## src/rtl/dte_pkg.sv

```systemverilog
package dte_pkg;
    localparam int XW = 16;   // x and line-period width
    localparam int PW = 32;   // frame position width
    localparam int CW = 24;   // pixel color width
    localparam int FW = 32;   // frame counter width
    localparam int AW = 12;   // register offset width
    localparam int DW = 32;   // register data width

    localparam logic [AW-1:0] OFS_RUN    = 12'h000;
    localparam logic [AW-1:0] OFS_CFG    = 12'h004;
    localparam logic [AW-1:0] OFS_LINE   = 12'h008;
    localparam logic [AW-1:0] OFS_FRAME  = 12'h00C;
    localparam logic [AW-1:0] OFS_VSW    = 12'h014;
    localparam logic [AW-1:0] OFS_DYS    = 12'h01C;
    localparam logic [AW-1:0] OFS_DYE    = 12'h024;
    localparam logic [AW-1:0] OFS_WYS    = 12'h02C;
    localparam logic [AW-1:0] OFS_WYE    = 12'h034;
    localparam logic [AW-1:0] OFS_DX     = 12'h03C;
    localparam logic [AW-1:0] OFS_WX     = 12'h040;
    localparam logic [AW-1:0] OFS_BORDER = 12'h044;
    localparam logic [AW-1:0] OFS_UNDER  = 12'h048;
    localparam logic [AW-1:0] OFS_SKEW   = 12'h04C;
    localparam logic [AW-1:0] OFS_POL    = 12'h050;
    localparam logic [AW-1:0] OFS_CNTEN  = 12'h0A8;
    localparam logic [AW-1:0] OFS_FCNT   = 12'h0AC;
    localparam logic [AW-1:0] OFS_LCNT   = 12'h0B0;
    localparam logic [AW-1:0] OFS_FETCH  = 12'h170;

    localparam int BIT_XWIN  = 29;
    localparam int BIT_YWIN  = 30;
    localparam int BIT_FETCH = 31;
    localparam int HI_LSB    = 16;

    // Counting controls used by the position counters.
    typedef struct packed {
        logic          run;
        logic [XW-1:0] line_period;
        logic [PW-1:0] frame_period;
        logic [1:0]    cnt_en;
    } dte_ctl_t;

    // Comparison limits and colors used by the output stage.
    typedef struct packed {
        logic          xwin_en;
        logic          ywin_en;
        logic          fetch_en;
        logic [XW-1:0] hs_width;
        logic [XW-1:0] dx_first;
        logic [XW-1:0] dx_last;
        logic [XW-1:0] wx_start;
        logic [XW-1:0] wx_end;
        logic [PW-1:0] vs_width;
        logic [PW-1:0] dy_start;
        logic [PW-1:0] dy_end;
        logic [PW-1:0] wy_start;
        logic [PW-1:0] wy_end;
        logic [PW-1:0] skew;
        logic [PW-1:0] fetch_pos;
        logic [CW-1:0] border;
        logic [CW-1:0] underflow;
        logic [2:0]    pol;
    } dte_shape_t;

    typedef struct packed {
        dte_ctl_t   ctl;
        dte_shape_t shape;
    } dte_cfg_t;
endpackage

```

## src/rtl/dte_regbank.sv

```systemverilog
module dte_regbank
    import dte_pkg::*;
(
    input  logic          clk,
    input  logic          rst_n,
    input  logic          wr_en,
    input  logic [AW-1:0] addr,
    input  logic [DW-1:0] wdata,
    input  logic [FW-1:0] frame_cnt,
    input  logic [XW-1:0] line_cnt,
    output logic [DW-1:0] rdata,
    output dte_cfg_t      cfg_o
);
    dte_cfg_t cfg_d, cfg_q;

    always_comb begin
        cfg_d = cfg_q;
        if (wr_en) begin
            case (addr)
                OFS_RUN:    cfg_d.ctl.run = wdata[0];
                OFS_CFG: begin
                    cfg_d.shape.xwin_en  = wdata[BIT_XWIN];
                    cfg_d.shape.ywin_en  = wdata[BIT_YWIN];
                    cfg_d.shape.fetch_en = wdata[BIT_FETCH];
                end
                OFS_LINE: begin
                    cfg_d.ctl.line_period = wdata[HI_LSB +: XW];
                    cfg_d.shape.hs_width  = wdata[0 +: XW];
                end
                OFS_FRAME:  cfg_d.ctl.frame_period = wdata[PW-1:0];
                OFS_VSW:    cfg_d.shape.vs_width   = wdata[PW-1:0];
                OFS_DYS:    cfg_d.shape.dy_start   = wdata[PW-1:0];
                OFS_DYE:    cfg_d.shape.dy_end     = wdata[PW-1:0];
                OFS_WYS:    cfg_d.shape.wy_start   = wdata[PW-1:0];
                OFS_WYE:    cfg_d.shape.wy_end     = wdata[PW-1:0];
                OFS_DX: begin
                    cfg_d.shape.dx_last  = wdata[HI_LSB +: XW];
                    cfg_d.shape.dx_first = wdata[0 +: XW];
                end
                OFS_WX: begin
                    cfg_d.shape.wx_end   = wdata[HI_LSB +: XW];
                    cfg_d.shape.wx_start = wdata[0 +: XW];
                end
                OFS_BORDER: cfg_d.shape.border    = wdata[CW-1:0];
                OFS_UNDER:  cfg_d.shape.underflow = wdata[CW-1:0];
                OFS_SKEW:   cfg_d.shape.skew      = wdata[PW-1:0];
                OFS_POL:    cfg_d.shape.pol       = wdata[2:0];
                OFS_CNTEN:  cfg_d.ctl.cnt_en      = wdata[1:0];
                OFS_FETCH:  cfg_d.shape.fetch_pos = wdata[PW-1:0];
                default: ;
            endcase
        end
    end

    always_ff @(posedge clk) begin
        if (!rst_n) cfg_q <= '0;
        else        cfg_q <= cfg_d;
    end

    always_comb begin
        rdata = '0;
        case (addr)
            OFS_RUN: rdata[0] = cfg_q.ctl.run;
            OFS_CFG: begin
                rdata[BIT_XWIN]  = cfg_q.shape.xwin_en;
                rdata[BIT_YWIN]  = cfg_q.shape.ywin_en;
                rdata[BIT_FETCH] = cfg_q.shape.fetch_en;
            end
            OFS_LINE: begin
                rdata[HI_LSB +: XW] = cfg_q.ctl.line_period;
                rdata[0 +: XW]      = cfg_q.shape.hs_width;
            end
            OFS_FRAME:  rdata[PW-1:0] = cfg_q.ctl.frame_period;
            OFS_VSW:    rdata[PW-1:0] = cfg_q.shape.vs_width;
            OFS_DYS:    rdata[PW-1:0] = cfg_q.shape.dy_start;
            OFS_DYE:    rdata[PW-1:0] = cfg_q.shape.dy_end;
            OFS_WYS:    rdata[PW-1:0] = cfg_q.shape.wy_start;
            OFS_WYE:    rdata[PW-1:0] = cfg_q.shape.wy_end;
            OFS_DX: begin
                rdata[HI_LSB +: XW] = cfg_q.shape.dx_last;
                rdata[0 +: XW]      = cfg_q.shape.dx_first;
            end
            OFS_WX: begin
                rdata[HI_LSB +: XW] = cfg_q.shape.wx_end;
                rdata[0 +: XW]      = cfg_q.shape.wx_start;
            end
            OFS_BORDER: rdata[CW-1:0] = cfg_q.shape.border;
            OFS_UNDER:  rdata[CW-1:0] = cfg_q.shape.underflow;
            OFS_SKEW:   rdata[PW-1:0] = cfg_q.shape.skew;
            OFS_POL:    rdata[2:0]    = cfg_q.shape.pol;
            OFS_CNTEN:  rdata[1:0]    = cfg_q.ctl.cnt_en;
            OFS_FCNT:   rdata[FW-1:0] = frame_cnt;
            OFS_LCNT:   rdata[XW-1:0] = line_cnt;
            OFS_FETCH:  rdata[PW-1:0] = cfg_q.shape.fetch_pos;
            default: ;
        endcase
    end

    assign cfg_o = cfg_q;

    // a border color write is held from the next edge on
    a_r1_border_store: assert property (@(posedge clk) disable iff (!rst_n)
        (wr_en && addr == OFS_BORDER) |=> (cfg_q.shape.border == $past(wdata[CW-1:0])));
endmodule

```

## src/rtl/dte_position.sv

```systemverilog
module dte_position
    import dte_pkg::*;
(
    input  logic          clk,
    input  logic          rst_n,
    input  dte_ctl_t      ctl,
    output logic [XW-1:0] x_o,
    output logic [PW-1:0] pos_o,
    output logic [FW-1:0] frame_cnt_o,
    output logic [XW-1:0] line_cnt_o
);
    typedef struct packed {
        logic [XW-1:0] x;
        logic [PW-1:0] pos;
        logic [FW-1:0] fcnt;
        logic [XW-1:0] lcnt;
    } pos_st_t;

    pos_st_t       st_d, st_q;
    logic [XW-1:0] x_end;
    logic [PW-1:0] p_end;
    logic          x_last, p_last;

    always_comb begin
        x_end  = (ctl.line_period == '0) ? '0 : ctl.line_period - XW'(1);
        p_end  = (ctl.frame_period == '0) ? '0 : ctl.frame_period - PW'(1);
        x_last = (st_q.x >= x_end);
        p_last = (st_q.pos >= p_end);
        st_d   = st_q;
        if (!ctl.run) begin
            st_d = '0;
        end else begin
            st_d.pos = p_last ? '0 : st_q.pos + PW'(1);
            st_d.x   = (p_last || x_last) ? '0 : st_q.x + XW'(1);
            if (p_last && ctl.cnt_en[0])
                st_d.fcnt = st_q.fcnt + FW'(1);
            if (p_last)
                st_d.lcnt = '0;
            else if (x_last && ctl.cnt_en[1])
                st_d.lcnt = st_q.lcnt + XW'(1);
        end
    end

    always_ff @(posedge clk) begin
        if (!rst_n) st_q <= '0;
        else        st_q <= st_d;
    end

    assign x_o         = st_q.x;
    assign pos_o       = st_q.pos;
    assign frame_cnt_o = st_q.fcnt;
    assign line_cnt_o  = st_q.lcnt;

    // stopping clears every position and counter at the next edge
    a_r2_stop_clears: assert property (@(posedge clk) disable iff (!rst_n)
        !ctl.run |=> (pos_o == '0 && x_o == '0 && frame_cnt_o == '0 && line_cnt_o == '0));

    // away from the wrap point the frame position steps by one
    a_r3_pos_step: assert property (@(posedge clk) disable iff (!rst_n)
        (ctl.run && !p_last) |=> (pos_o == $past(pos_o) + PW'(1)));
endmodule

```

## src/rtl/dte_outstage.sv

```systemverilog
module dte_outstage
    import dte_pkg::*;
(
    input  logic          clk,
    input  logic          rst_n,
    input  logic          run,
    input  dte_shape_t    shape,
    input  logic [XW-1:0] x_i,
    input  logic [PW-1:0] pos_i,
    input  logic [CW-1:0] pix_in,
    input  logic          pix_valid,
    output logic          hsync_o,
    output logic          vsync_o,
    output logic          de_o,
    output logic          req_o,
    output logic          border_o,
    output logic          fetch_o,
    output logic          underflow_o,
    output logic [CW-1:0] pix_o,
    output logic [XW-1:0] x_o,
    output logic [PW-1:0] pos_o
);
    typedef struct packed {
        logic          hs;
        logic          vs;
        logic          de;
        logic          req;
        logic          bd;
        logic          fetch;
        logic [XW-1:0] x;
        logic [PW-1:0] pos;
    } out_st_t;

    out_st_t     o_d, o_q;
    logic [PW:0] vs_stop;
    logic        hs_raw, vs_raw, de_raw, in_xwin, in_ywin, in_win;

    always_comb begin
        vs_stop = {1'b0, shape.skew} + {1'b0, shape.vs_width};
        hs_raw  = (x_i < shape.hs_width);
        vs_raw  = (pos_i >= shape.skew) && ({1'b0, pos_i} < vs_stop);
        de_raw  = (pos_i >= shape.dy_start) && (pos_i <= shape.dy_end) &&
                  (x_i >= shape.dx_first) && (x_i <= shape.dx_last);
        in_xwin = !shape.xwin_en || ((x_i >= shape.wx_start) && (x_i <= shape.wx_end));
        in_ywin = !shape.ywin_en || ((pos_i >= shape.wy_start) && (pos_i <= shape.wy_end));
        in_win  = in_xwin && in_ywin;

        o_d = '0;
        if (run) begin
            o_d.hs    = hs_raw ^ shape.pol[0];
            o_d.vs    = vs_raw ^ shape.pol[1];
            o_d.de    = de_raw ^ shape.pol[2];
            o_d.req   = de_raw && in_win;
            o_d.bd    = de_raw && !in_win;
            o_d.fetch = shape.fetch_en && (pos_i == shape.fetch_pos);
            o_d.x     = x_i;
            o_d.pos   = pos_i;
        end else begin
            o_d.hs = shape.pol[0];
            o_d.vs = shape.pol[1];
            o_d.de = shape.pol[2];
        end
    end

    always_ff @(posedge clk) begin
        if (!rst_n) o_q <= '0;
        else        o_q <= o_d;
    end

    assign hsync_o     = o_q.hs;
    assign vsync_o     = o_q.vs;
    assign de_o        = o_q.de;
    assign req_o       = o_q.req;
    assign border_o    = o_q.bd;
    assign fetch_o     = o_q.fetch;
    assign x_o         = o_q.x;
    assign pos_o       = o_q.pos;
    assign underflow_o = o_q.req && !pix_valid;
    assign pix_o       = o_q.bd  ? shape.border :
                         o_q.req ? (pix_valid ? pix_in : shape.underflow) : '0;

    // while stopped the sync and enable outputs rest at the polarity bits
    a_r9_idle_levels: assert property (@(posedge clk) disable iff (!rst_n)
        !run |=> (hsync_o == $past(shape.pol[0]) && vsync_o == $past(shape.pol[1]) &&
                  de_o == $past(shape.pol[2])));

    // a pixel is either requested or bordered, never both
    a_r7_flag_excl: assert property (@(posedge clk) disable iff (!rst_n)
        !(req_o && border_o));

    // a missing requested pixel is replaced by the underflow color
    a_r8_underflow_color: assert property (@(posedge clk) disable iff (!rst_n)
        underflow_o |-> (pix_o == shape.underflow));

    // the fetch trigger lasts one clock unless the position is frozen
    a_r10_fetch_single: assert property (@(posedge clk) disable iff (!rst_n)
        fetch_o |=> (!fetch_o || pos_o == $past(pos_o)));
endmodule

```

## src/rtl/disp_timing_engine.sv

```systemverilog
module disp_timing_engine
    import dte_pkg::*;
(
    input  logic          clk,
    input  logic          rst_n,
    input  logic          reg_wr_en,
    input  logic [AW-1:0] reg_addr,
    input  logic [DW-1:0] reg_wdata,
    output logic [DW-1:0] reg_rdata,
    input  logic [CW-1:0] pix_in,
    input  logic          pix_valid,
    output logic          hsync_o,
    output logic          vsync_o,
    output logic          de_o,
    output logic          pix_req_o,
    output logic          border_o,
    output logic          fetch_o,
    output logic          underflow_o,
    output logic [CW-1:0] pix_o,
    output logic [XW-1:0] pos_x_o,
    output logic [PW-1:0] pos_f_o
);
    dte_cfg_t      cfg;
    logic [XW-1:0] cur_x;
    logic [PW-1:0] cur_pos;
    logic [FW-1:0] frame_cnt;
    logic [XW-1:0] line_cnt;

    dte_regbank u_regs (
        .clk       (clk),
        .rst_n     (rst_n),
        .wr_en     (reg_wr_en),
        .addr      (reg_addr),
        .wdata     (reg_wdata),
        .frame_cnt (frame_cnt),
        .line_cnt  (line_cnt),
        .rdata     (reg_rdata),
        .cfg_o     (cfg)
    );

    dte_position u_pos (
        .clk         (clk),
        .rst_n       (rst_n),
        .ctl         (cfg.ctl),
        .x_o         (cur_x),
        .pos_o       (cur_pos),
        .frame_cnt_o (frame_cnt),
        .line_cnt_o  (line_cnt)
    );

    dte_outstage u_out (
        .clk         (clk),
        .rst_n       (rst_n),
        .run         (cfg.ctl.run),
        .shape       (cfg.shape),
        .x_i         (cur_x),
        .pos_i       (cur_pos),
        .pix_in      (pix_in),
        .pix_valid   (pix_valid),
        .hsync_o     (hsync_o),
        .vsync_o     (vsync_o),
        .de_o        (de_o),
        .req_o       (pix_req_o),
        .border_o    (border_o),
        .fetch_o     (fetch_o),
        .underflow_o (underflow_o),
        .pix_o       (pix_o),
        .x_o         (pos_x_o),
        .pos_o       (pos_f_o)
    );
endmodule

```

## config.mk

```make
export PLATFORM = sky130hd
export DESIGN_NAME = disp_timing_engine
export DESIGN_NICKNAME = d
export VERILOG_FILES = /design/src/rtl/dte_pkg.sv /design/src/rtl/dte_regbank.sv /design/src/rtl/dte_position.sv /design/src/rtl/dte_outstage.sv /design/src/rtl/disp_timing_engine.sv
export SDC_FILE = /design/constraint.sdc
export NUM_CORES = 2
export LEC_CHECK = 0
export ABC_CLOCK_PERIOD_IN_PS = 3850
export BUFFER_PORTS_ARGS = -buffer_cell sky130_fd_sc_hd__buf_2
export CORE_ASPECT_RATIO = 2
export CORE_MARGIN = 8
export CORE_UTILIZATION = 57
export DETAILED_ROUTE_END_ITERATION = 8
export PLACE_DENSITY = 0.77
export SYNTH_ARGS = -nofsm -noshare
export SYNTH_HDL_FRONTEND = slang
export SYNTH_HIERARCHICAL = 1
export SYNTH_SLANG_ARGS = --single-unit
```

## constraint.sdc

```tcl
create_clock -name clk -period 3.85 [get_ports clk]
set_clock_uncertainty 0.2 [all_clocks]
set_input_delay 0.5775 -clock clk [delete_from_list [all_inputs] [get_ports clk]]
set_output_delay 0.5775 -clock clk [all_outputs]
set_load 0.01 [all_outputs]
```

### Word level (Yosys, flattened, before mapping)

Index checks and enable logic that the tools add are counted.
W data, S select, Z words.

| word-level totals | value |
|---|---|
| word-level logic and storage cells | 134 |
| input bits | 72 |
| output and inout bits | 111 |
| bits in registers | 559 |

| cells by class | value |
|---|---|
| equal/unequal tests | 19 |
| magnitude comparators | 13 |
| $add $sub $neg | 7 |
| multiplexer cells | 13 |
| bitwise operators | 5 |
| reduce and logical (&&, ||, !) cells | 43 |

Operators by type and width:

| cell | number |
|---|---|
| $pmux W13 S15 | 1 |
| $ge A32 B32 Y1 | 4 |
| $pmux W8 S14 | 1 |
| $mux W24 | 3 |
| $add A32 B1 Y32 const B | 2 |
| $le A32 B32 Y1 | 2 |
| $eq A12 B7 Y1 const B | 5 |
| $pmux W5 S12 | 1 |
| $eq A12 B6 Y1 const B | 4 |
| $ge A16 B16 Y1 | 3 |
| $pmux W3 S13 | 1 |
| $eq A12 B8 Y1 const B | 3 |
| $reduce_and A2 Y1 | 18 |
| $add A32 B32 Y33 | 1 |
| $lt A32 B33 Y1 | 1 |
| $add A16 B1 Y16 const B | 2 |
| $eq A32 B32 Y1 | 1 |
| $le A16 B16 Y1 | 2 |
| $logic_not A32 Y1 | 1 |
| $mux W32 | 1 |
| $sub A32 B1 Y32 const B | 1 |
| $eq A12 B4 Y1 const B | 2 |
| $eq A12 B5 Y1 const B | 2 |
| $pmux W1 S18 | 1 |
| 16 further kinds | 37 |

### Depth between registers and ports, before layout

| depth | value |
|---|---|
| word-level depth | 6 |
| depth in mapped cells | 21 |
| gate-level depth less buffers | 21 |

### Cells and area by module

Netlist, hierarchy kept.

By module, submodules not included:

| module | cells an instance | area an instance (um^2) | times used |
|---|---|---|---|
| dte_regbank | 2,357 | 19,163.4 | 1 |
| dte_outstage | 1,350 | 10,577.6 | 1 |
| dte_position | 804 | 6,426.2 | 1 |

### Least setup slack after synthesis

Ideal clock, no wire load.

| path | value |
|---|---|
| kind | reg-to-reg |
| from | reg u_regs.cfg_q (netlist bit u_regs/cfg_o[83]) |
| to | reg u_out.o_q (netlist bit u_out/vsync_o) |
| slack | -379 ps |
| path buffers | 0 |
| clock period less this slack | 4,229 ps |
| stages on the path, launching flop included | 22 |
| data arrival time | 3,959 ps |
| cells stage by stage | dfxtp_1 ha_1 fa_1 a21o_1 a21oi_1 o21ai_0 o2111ai_1 a21boi_0 nor2_1 o211ai_1 a21oi_1 xor2_1 ha_1 a21o_1 a21o_1 a21oi_1 nand2_1 a41oi_1 a2111oi_0 o211a_1 or3_1 a21oi_1 |

| on the way | value |
|---|---|
| word-level cells in the longest chain between the ends | 5 |
| elaborated cells on any way between the ends | 6 |

RTL lines:

| item | RTL line | source |
|---|---|---|
| start, declared | dte_regbank.sv:14 | `dte_cfg_t cfg_d, cfg_q;` |
| start signal, assigned | dte_regbank.sv:57 | `else cfg_q <= cfg_d;` |
| $add A32 B32 Y33 | dte_outstage.sv:39 | `vs_stop = {1'b0, shape.skew} + {1'b0, shape.vs_width};` |
| $lt A32 B33 Y1 | dte_outstage.sv:41 | `vs_raw = (pos_i >= shape.skew) && ({1'b0, pos_i} < vs_stop);` |
| $logic_and A1 B1 Y1 (*) | dte_outstage.sv:41 |  |
| $xor A1 B1 Y1 (*) | dte_outstage.sv:51 | `o_d.vs = vs_raw ^ shape.pol[1];` |
| $mux W3 (*) | dte_outstage.sv:49 | `if (run) begin` |
| end signal, assigned | dte_outstage.sv:66 | `if (!rst_n) o_q <= '0;` |
| end signal, assigned | dte_outstage.sv:67 | `else o_q <= o_d;` |
| end, declared | dte_outstage.sv:34 | `out_st_t o_d, o_q;` |

Every way passes the cells marked *; elsewhere a longest branch is shown, timed or not.
A chain may end at the register's enable or synchronous reset.

### Worst setup path after layout

| path | value |
|---|---|
| from | reg u_regs.cfg_q (netlist bit u_regs/cfg_o[375]) |
| to | reg u_pos.st_q (netlist bit u_pos/frame_cnt_o[19]) |

| on the way | value |
|---|---|
| word-level cells in the longest chain between the ends | 4 |
| elaborated cells on any way between the ends | 5 |

RTL lines:

| item | RTL line | source |
|---|---|---|
| $sub A32 B1 Y32 / $logic_not A32 Y1 (equally long branches) | dte_position.sv:26 | `p_end = (ctl.frame_period == '0) ? '0 : ctl.frame_period - PW'(1);` |
| $mux W32 (*) | dte_position.sv:26 |  |
| $ge A32 B32 Y1 (*) | dte_position.sv:28 | `p_last = (st_q.pos >= p_end);` |
| $logic_and A1 B1 Y1 (*) | dte_position.sv:35 | `if (p_last && ctl.cnt_en[0])` |
| end signal, assigned | dte_position.sv:46 | `else st_q <= st_d;` |
| end, declared | dte_position.sv:19 | `pos_st_t st_d, st_q;` |

Marked as above.

==> flow_summary.toml <==
[die]
rows = 130
dieArea_um2 = 72300
start_util_pct = 57.6
core_um2 = 62800
ios = 183
die_width_um = 194
die_h_um = 372

[detailed_routing]
num_vias = 39800
ant_nets = 0
drt_iter0_drc = 5720
wl_met1_um = 59200
wl_met3_um = 21900
drc_errors = 1
routed_via_density = 6.81
topRoutingLayerUsed = "met5"
wl_met2_um = 82700
routedWlPerCell_um = 32.9
first_pass_iters = 9
wl_um = 192000

[flow_run]
drv_cap = 0

[outcome]
violations = "design-rule violations, negative setup slack"
run_status = "finished, violations left"

[clock_tree]
clk_latency_ns = 0.70
h-tree-depth = 2
clkSinkCount = 559
clk_path_buf_depth = 3
numCtsBuffers = 53
clk_pin_slew_ns = 0.08
tritoncts = "done"
cts_root_buf = "clkbuf_16"

[final_layout]
multi_input_area_um2 = 23600
design_area_um2 = 44200
fill_cells = 4983
fin_util_pct = 70.3
drive_gt1_share_pct = 20.1
regArea_um2 = 11200
final_cells = 5837
layout.nets = 5426
synthToLayoutAreaGrowth_pct = 22.1

[sta]
period_share_pct = 114
max_freq_ghz = 0.227
hold_viol = 0
setup_viol = 95
setup_slack_ns = -0.556
rsz0062_at_grt = "yes"
maxSlewHeadroom_pct = 13.2
tightest_slew_ns = 1.30
period_needed_ns = 4.41
tns_ns = -40.97
whs_ns = 0.102
finalMaxSlewViolations = 0

[setup_path]
reg2reg_slack_ns = -0.56
crit_type = "register to register"
crit_path_max_fanout = 6
critPathCaptureType = "register"
start_kind = "register"
cp.required_ns = 4.24
cp.arrival_ns = 4.80

[logic_synthesis]
syn_inst = 4511
synth_cell_type_count = 104
async_flop_share_pct = 0
yosysWarnings = 6
netlist.area_leader.share_pct = 30.9
syn_avg_cell_area_um2 = 8.02
syn-num-nets = 4941
ys.flop_type = "dfxtp_1"
netlist_area_um2 = 36200
netlist_top_cells_area = "dfxtp_1, ha_1, nand2_1, a21boi_0, a21boi_1"
synth_edf_count = 0
synth.yosys.seq_area_share_pct = 30.9
yosysTopAreaCell = "dfxtp_1"
ys_ff_latch = 559

[power]
power.total_mw = 12.4
power_density_nw_per_um2 = 281
peakVddDrop_v = 0.000386
p_leak_nw = 18.1

[grt]
grt.overflow.total = 0
antenna_found_initial = 12
grt_pass1_wl_um = 267000
track_usage_pct = 50.8
grt_pass1_vias = 38700
grt_max_degree = 248

[place]
post-dp-hpwl_um = 140000
dp_cells = 5700
dpl_cell_area_um2 = 41000
portBuffers = 182
post-place-ws_ns = -0.709
gp_congestion = 1.14

[min_path]
hold_class = "primary input to register"
## kinds of logic after synthesis
group                      Yosys count  synth area share (%)
muxes                               91                  2.59
and+or+nand+nor                   1699                  22.1
xor gates and xnor gates           144                  3.51
adders and majority gates          358                  12.4
AOI/OAI and AO/OA                 1112                  22.1
buffers and inverters              548                  6.35
DFF                                559                  30.9
## what timing repair did
item	in CTS	in global routing
setup buffers	12	12
pin swaps	17	62
resized for setup	47	152
endpoints found under the hold margin	0	0
endpoints found under the setup margin	97	97
hold buffers	0	0
gates cloned	4	6
## flip-flops by register name, summed over array words and instances (netlist names)
register	cells
u_out/border_o	1
u_out/de_o	1
u_out/fetch_o	1
u_out/hsync_o	1
u_out/pos_o	32
u_out/req_o	1
u_out/vsync_o	1
u_out/x_o	16
u_pos/frame_cnt_o	32
u_pos/line_cnt_o	16
u_pos/pos_o	32
u_pos/x_o	16
u_regs/cfg_o	409
## cell type report
| cell class | instances | share of cell area, % |
|---|---|---|
| antenna | 7 | 0.0397 |
| timing repair buffer | 712 | 12.6 |
| inverter | 265 | 2.25 |
| clock inverter | 30 | 0.858 |
| tap | 792 | 2.24 |
| sequential | 559 | 25.4 |
| multi-input combinational | 3405 | 53.3 |
| clock buffer | 67 | 3.35 |
## critical path, stage by stage (launching register included)
cell       delay, ns
dfxtp_2         0.32
or4_4           0.52
or2_4           0.28
nor3_4          0.20
nand2_2         0.07
or3_4           0.34
nor3b_2         0.17
a21oi_1         0.07
ha_1            0.29
nand4_1         0.16
nor4_4          0.35
buf_4           0.17
a31oi_4         0.11
buf_12          0.19
clkbuf_16       0.16
or4_1           0.43
a21oi_1         0.27
## where the power goes
group | internal, mW | total [mW] | switching [mW]
Sequential | 5.78 | 5.78 | 0.000608
Combinational | 0.237 | 0.714 | 0.477
Clock | 3.21 | 5.90 | 2.69
Total | 9.23 | 12.4 | 3.16
## placed cells by master (no fill, tap or decap), types with 22 or more instances in the layout
master     netlist  layout
a21boi_1       164     164
a21boi_0       237     236
a221oi_1        29      27
nand3_1         92      90
o21ai_0         92      90
xnor2_1         62      62
nand2b_1        26      26
nor3_1          35      34
inv_1          265     265
mux2_2          22      22
a21oi_2          0      26
nor2_1         168     122
nand4_1        100     100
xor2_1          81      81
a21oi_1        153     127
buf_4           15     472
clkbuf_16        0      60
dfxtp_1        559     555
buf_2           87     182
a21o_1         117     117
nand2_1        982     979
nor2_4           1      35
buf_12           0      33
a22oi_1         74      73
ha_1           357     351
mux2i_1         69      68
nor2b_1         30      30
and3_1          82      81
## layer usage
| layer | vias up | global-route usage, % |
|---|---|---|
| li1 | 16800 | - |
| met1 | 18400 | 49.5 |
| met2 | 3213 | 79.8 |
| met3 | 1321 | 15.7 |
| met4 | 8 | 59.5 |
| met5 | - | 0.752 |
## cells in the mapped netlist, drive strengths merged (22+ instances only)
cell type  number
and2           22
nor2b          30
a21boi        401
nor3           42
o21ai         101
and3           83
xnor2          63
nand4         101
a221oi         29
mux2           22
ha            357
or4            33
a21o          119
nand3          94
o31ai          22
nand2         985
buf           118
nor4           31
clkbuf        165
nand2b         26
or3            24
dfxtp         559
inv           265
nor2          169
mux2i          69
xor2           81
a21oi         153
a22oi          74
## worst paths after layout
check | start | to | depth (start not counted)
min reg2reg | u_regs/cfg_o[174] | u_regs/cfg_o[174] | 2
max | u_regs/cfg_o[375] | u_pos/frame_cnt_o[19] | 16
min | rst_n | u_regs/cfg_o[188] | 2
max reg2reg | u_regs/cfg_o[375] | u_pos/frame_cnt_o[19] | 16
Power figures use the tool's default switching activity.
